<file path="config.mk">
export PLATFORM = sky130hd
export DESIGN_NAME = gpio_irq_unit
export DESIGN_NICKNAME = d
export VERILOG_FILES = /design/src/rtl/gpio_irq_pkg.sv /design/src/rtl/gpio_irq_sync.sv /design/src/rtl/gpio_irq_detect.sv /design/src/rtl/gpio_irq_regs.sv /design/src/rtl/gpio_irq_unit.sv
export SDC_FILE = /design/constraint.sdc
export NUM_CORES = 1
export LEC_CHECK = 0
export ABC_AREA = 1
export CORE_MARGIN = 1.5
export CORE_UTILIZATION = 51
export DETAILED_ROUTE_END_ITERATION = 10
export GPL_TIMING_DRIVEN = 0
export PLACE_DENSITY = 0.77
export SYNTH_ARGS = -nofsm -noshare
export SYNTH_HDL_FRONTEND = slang
export SYNTH_SLANG_ARGS = --single-unit
</file>
<file path="constraint.sdc">
create_clock -name clk -period 1.17 [get_ports clk]
set_input_delay 0.2925 -clock clk [delete_from_list [all_inputs] [get_ports clk]]
set_output_delay 0.2925 -clock clk [all_outputs]
set_load 0.005 [all_outputs]
</file>
<file path="src/rtl/gpio_irq_pkg.sv">
package gpio_irq_pkg;
    // Trigger field encoding, bit 2 set means either edge
    localparam logic [1:0] TRIG_HIGH = 2'b00;
    localparam logic [1:0] TRIG_LOW  = 2'b01;
    localparam logic [1:0] TRIG_RISE = 2'b10;
    localparam logic [1:0] TRIG_FALL = 2'b11;
    localparam int         TRIG_W    = 3;
endpackage

</file>
<file path="src/rtl/gpio_irq_sync.sv">
module gpio_irq_sync #(
    parameter int WIDTH  = 13,
    parameter int STAGES = 2
) (
    input  logic             clk,
    input  logic             rst_n,
    input  logic [WIDTH-1:0] pin_async,
    output logic [WIDTH-1:0] pin_sync,
    output logic [WIDTH-1:0] pin_prev
);
    logic [WIDTH-1:0] chain [STAGES];

    generate
        for (genvar s = 0; s < STAGES; s++) begin : g_stage
            if (s == 0) begin : g_first
                always_ff @(posedge clk or negedge rst_n) begin
                    if (!rst_n) chain[s] <= '0;
                    else        chain[s] <= pin_async;
                end
            end else begin : g_next
                always_ff @(posedge clk or negedge rst_n) begin
                    if (!rst_n) chain[s] <= '0;
                    else        chain[s] <= chain[s-1];
                end
            end
        end
    endgenerate

    always_ff @(posedge clk or negedge rst_n) begin
        if (!rst_n) pin_prev <= '0;
        else        pin_prev <= chain[STAGES-1];
    end

    assign pin_sync = chain[STAGES-1];
endmodule

</file>
<file path="src/rtl/gpio_irq_detect.sv">
module gpio_irq_detect
    import gpio_irq_pkg::*;
(
    input  logic              clk,
    input  logic              rst_n,
    input  logic [TRIG_W-1:0] trig,
    input  logic              cur,
    input  logic              prev,
    output logic              evt
);
    always_comb begin
        if (trig[2]) begin
            evt = cur ^ prev;
        end else begin
            unique case (trig[1:0])
                TRIG_HIGH: evt = cur;
                TRIG_LOW:  evt = ~cur;
                TRIG_RISE: evt = cur & ~prev;
                TRIG_FALL: evt = ~cur & prev;
                default:   evt = 1'b0;
            endcase
        end
    end

    AST_EDGE_NEEDS_CHANGE: assert property (@(posedge clk) disable iff (!rst_n)
        (evt && (trig[2] || trig[1])) |-> (cur != prev));
endmodule

</file>
<file path="src/rtl/gpio_irq_regs.sv">
module gpio_irq_regs #(
    parameter int NUM_PINS   = 13,
    parameter int DATA_W     = 32,
    parameter int ADDR_W     = 8,
    parameter int STATUS_OFS = 'h0C,
    parameter int TYPE_OFS   = 'h10
) (
    input  logic                clk,
    input  logic                rst_n,
    input  logic [ADDR_W-1:0]   bus_addr,
    input  logic                bus_wr,
    input  logic                bus_rd,
    input  logic [DATA_W-1:0]   bus_wdata,
    input  logic [NUM_PINS-1:0] evt,
    output logic [DATA_W-1:0]   bus_rdata,
    output logic [NUM_PINS-1:0] pending,
    output logic [DATA_W-1:0]   type_word
);
    localparam int RES_W = DATA_W - NUM_PINS;

    logic hit_status, hit_type;
    logic [NUM_PINS-1:0] clr_mask;

    assign hit_status = (bus_addr == ADDR_W'(STATUS_OFS));
    assign hit_type   = (bus_addr == ADDR_W'(TYPE_OFS));
    assign clr_mask   = (bus_wr && hit_status) ? bus_wdata[NUM_PINS-1:0] : '0;

    always_ff @(posedge clk or negedge rst_n) begin
        if (!rst_n) pending <= '0;
        else        pending <= (pending & ~clr_mask) | evt;
    end

    always_ff @(posedge clk or negedge rst_n) begin
        if (!rst_n)                  type_word <= '0;
        else if (bus_wr && hit_type) type_word <= bus_wdata;
    end

    always_ff @(posedge clk or negedge rst_n) begin
        if (!rst_n) begin
            bus_rdata <= '0;
        end else if (bus_rd) begin
            if (hit_status)    bus_rdata <= {{RES_W{1'b0}}, pending};
            else if (hit_type) bus_rdata <= type_word;
            else               bus_rdata <= '0;
        end
    end

    AST_W1C_CLEARS: assert property (@(posedge clk) disable iff (!rst_n)
        (bus_wr && hit_status) |=> ((pending & $past(bus_wdata[NUM_PINS-1:0] & ~evt)) == '0));
    AST_SET_WINS: assert property (@(posedge clk) disable iff (!rst_n)
        (|evt) |=> ((pending & $past(evt)) == $past(evt)));
    AST_NO_SPURIOUS: assert property (@(posedge clk) disable iff (!rst_n)
        1'b1 |=> ((pending & ~$past(pending) & ~$past(evt)) == '0));
    AST_RESERVED_ZERO: assert property (@(posedge clk) disable iff (!rst_n)
        (bus_rd && hit_status) |=> (bus_rdata[DATA_W-1:NUM_PINS] == '0));
endmodule

</file>
<file path="src/rtl/gpio_irq_unit.sv">
module gpio_irq_unit
    import gpio_irq_pkg::*;
#(
    parameter int NUM_PINS   = 13,
    parameter int TYPED_PINS = 8,
    parameter int DATA_W     = 32,
    parameter int ADDR_W     = 8
) (
    input  logic                  clk,
    input  logic                  rst_n,
    input  logic [NUM_PINS-1:0]   pin_in,
    input  logic [ADDR_W-1:0]     bus_addr,
    input  logic                  bus_wr,
    input  logic                  bus_rd,
    input  logic [DATA_W-1:0]     bus_wdata,
    output logic [DATA_W-1:0]     bus_rdata,
    output logic [TYPED_PINS-1:0] cop_irq,
    output logic                  irq_any
);
    localparam int SEL_LSB = TRIG_W * TYPED_PINS;

    logic [NUM_PINS-1:0] pin_sync, pin_prev, evt, pending;
    logic [DATA_W-1:0]   type_word;

    gpio_irq_sync #(.WIDTH(NUM_PINS), .STAGES(2)) u_sync (
        .clk(clk), .rst_n(rst_n), .pin_async(pin_in),
        .pin_sync(pin_sync), .pin_prev(pin_prev)
    );

    generate
        for (genvar i = 0; i < NUM_PINS; i++) begin : g_pin
            logic [TRIG_W-1:0] trig;
            if (i < TYPED_PINS) begin : g_typed
                assign trig = type_word[TRIG_W*i +: TRIG_W];
            end else begin : g_fixed
                assign trig = {1'b0, TRIG_HIGH};
            end
            gpio_irq_detect u_det (
                .clk(clk), .rst_n(rst_n), .trig(trig),
                .cur(pin_sync[i]), .prev(pin_prev[i]), .evt(evt[i])
            );
        end
        for (genvar j = 0; j < TYPED_PINS; j++) begin : g_cop
            assign cop_irq[j] = type_word[SEL_LSB + j] ? pin_sync[j] : pending[j];
        end
    endgenerate

    gpio_irq_regs #(.NUM_PINS(NUM_PINS), .DATA_W(DATA_W), .ADDR_W(ADDR_W)) u_regs (
        .clk(clk), .rst_n(rst_n), .bus_addr(bus_addr), .bus_wr(bus_wr),
        .bus_rd(bus_rd), .bus_wdata(bus_wdata), .evt(evt),
        .bus_rdata(bus_rdata), .pending(pending), .type_word(type_word)
    );

    assign irq_any = |pending;

    AST_ANY_TRACKS: assert property (@(posedge clk) disable iff (!rst_n)
        $rose(irq_any) |-> $past(|evt));
endmodule

</file>
==> summary.txt <==
DRT iter0 DRCs: 372
Total GRT Usage: 28.7%
top routing layer used: met4
first-pass GRT wire length: 22.3 mm
Cell variety after synth: 19
initial core utilization: 52.8%
gr ovfl total: 0
top cell family by delay on the critical path: flip-flops
CTS Sinks: 111
clk_lat worst skew: 0.38 ns
synthesized area: 0.00490 sq mm
met1 wire length: 5.60 mm
WP data arrival: 1.38 ns
cell taking the most area after synthesis: dfrtp_1
CP Launch Point: u_regs.pending[5]
Final WS setup: -0.503 ns
Synth area leaders: dfrtp_1 57%, nand2_1 16%, nand3_1 7.4%
GP Congestion: 0.892
Power Internal: 5360 uW
total core area: 0.00928 sq mm
worst path cell trace: inv_2, nand4_1, nor3_2, nand3_2, buf_6
Comb pwr share: 14.2%
TritonCTS clock tree: done
CP Max Fanout: 2
sequential power share: 56.0%
Area after DPL: 0.00605 sq mm
Critical Path RT: 0.88 ns
initial antenna violation count: 0
final period utilization: 143%
fin nets: 836
most common cell after layout, fill and taps aside: nand2_1
count of final setup violators: 49
clock share of power: 29.9%
final hold violation count: 44
DP Wirelength: 9.08 mm
Die X: 101 um
Cell Pwr Density: 1050 mW/mm^2
RSZ-0062 raised after global routing: yes
post-synthesis sequential area ratio: 56.7%
CTS clk-pin slew, worst paths: 0.11 ns
RR Startpoint: u_sync.pin_sync[4]
Switching Power: 1990 uW
Tmin final: 1.67 ns
YS warnings: 0
Routed met2 length: 7.36 mm
#FFs+latches synth: 111
Cell Rows: 35
final instance area: 0.00699 sq mm
critical path capture point type: output port
die outline height: 101 um
Peak VDD IR: 666 uV
critical path class: register to output port
biggest cell delay along the critical path: 0.42 ns
DR DRC count: 0
hold crit path type: primary input to asynchronous set/reset pin
R2R setup slack: -0.18 ns
port bufs: 96
Max-slew headroom: 60.3%
drt pass-1 iters: 5
hold slack: -0.104 ns
Overall Power: 7350 uW
violated checks: hold timing, setup timing
# H-tree levels: 3
Leak: 0.00369 uW
CTS Buf Count: 9
Net Sw Frac: 27.1%
vias in the first global route: 4598
clk_skew: 0.0146 ns
Root Buffer: clkbuf_8
R2R cell count: 9
worst r2r dst: u_regs.pending[4]
Via Count: 4684
routed length per instance: 16.2 um
Setup crit start kind: register
CTS max path bufs: 2
routed wl met3: 1.12 mm
max frequency: 0.598 GHz
Avg Cell Area, Syn: 8.40 sq um
commonest non-fill, non-tap cells in the layout: 191 x nand2_1, 107 x dfrtp_1, 66 x nand3_1, 62 x buf_4, 50 x inv_1
Post-Syn Nets: 656
# fillers: 648
Max Cap Violations: 0
WP buf/inv: 2
full die area: 0.0102 sq mm
WP depth: 5
antenna fix cells: 0
IO Pins: 98
antenna viol nets, final: 0
largest net degree at the start of global routing: 68
Cells after Synth: 583
total wire length: 14.6 mm
area delta synth->final: 42.6%
Place WS: -0.794 ns
CP Capture Point: irq_any
vias per inst: 5.22
actual slew at the worst max-slew pin: 0.596 ns
crit path max-delay cell type: dfrtp_1
max-slew violations: 0
status: finished, violations left
Yosys top cell area share: 56.7%
layout cells sized above 1: 32.2%
## power groups by stage
stage                     registers (uW)  logic, uW  clock network, uW
after floorplan                     4140        354                  0
after global placement              4170        760                  0
after detailed placement            4170        804                  0
after CTS                           4100        923               2190
after global routing                4130       1140               2370
final                               4110       1040               2200
## how the worst min path moves through the flow
stage / start / end / slack, ns / cells after the start
5_1_grt: rst_n / u_regs.bus_rdata[18] / -0.06 / 1
2_1_floorplan: rst_n / u_regs.bus_rdata[0] / -0.003 / 0
3_5_place_dp: rst_n / u_regs.bus_rdata[18] / 0.33 / 1
3_3_place_gp: u_sync.chain[25] / u_sync.pin_sync[12] / 0.33 / 0
6_report: rst_n / u_regs.bus_rdata[18] / -0.10 / 1
4_1_cts: rst_n / u_regs.bus_rdata[18] / -0.08 / 1
## worst reg2reg max path: cells and delay by family, from the launching register on
kind	cells	cell delay [ns]
DFF	1	0.44
and+or+nand+nor	4	0.26
buffers and inverters	3	0.24
AOI/OAI and AO/OA	1	0.17
adders and majority gates	1	0.15
## cell families after synthesis
family,Yosys count,share of synthesized area [%]
adder cells (fa/ha/maj),16,4.09
buffers and inverters,101,8.30
AO/OA/AOI/OAI,48,4.90
flip-flops,111,56.7
AND/OR/NAND/NOR,307,26.0
## synthesized netlist by cell type, drive strengths merged
| cell type | count |
|---|---|
| nand4 | 1 |
| nor3 | 2 |
| nand2 | 214 |
| nor2 | 17 |
| inv | 81 |
| nand3 | 72 |
| buf | 14 |
| a21oi | 8 |
| ha | 16 |
| nor4 | 1 |
| clkbuf | 6 |
| o21ai | 40 |
| dfrtp | 111 |
## layer usage
layer	GRT usage, %	up-vias
met5	0	-
met4	11.2	0
met3	6.87	40
met2	48.0	234
met1	36.3	2240
li1	-	2170
## state kept, by name, summed over array words and instances, names as in the netlist
| signal | cells |
|---|---|
| u_regs.bus_rdata | 32 |
| u_regs.pending | 13 |
| u_regs.type_word | 32 |
| u_sync.chain | 13 |
| u_sync.pin_prev | 8 |
| u_sync.pin_sync | 13 |
## through the flow
stage	instances	setup TNS (ns)	utilization [%]
after floorplan	583	0	-
after global placement	808	-524.19	64.9
after detailed placement	809	-53.17	65.1
after CTS	873	-3.91	71.6
after global routing	897	-6.04	75.3
final	897	-4.32	75.3
## final cells by class
class	count	area, sq um	area share [%]
buffer	17	118	1.68
sequential	111	2780	39.8
clock buffer	12	155	2.22
clock inverter	4	28.8	0.412
inverter	81	314	4.49
tap	129	161	2.31
multi-input combinational	371	2030	29.1
timing repair buffer	172	1400	20.0
## what timing repair did
item,in CTS,in global routing
buffers inserted,47,28
endpoints found under the hold margin,44,44
pin swaps,36,36
cloned,1,1
gates resized for setup,275,67
endpoints found under the setup margin,115,101
Power figures use the tool's default switching activity.
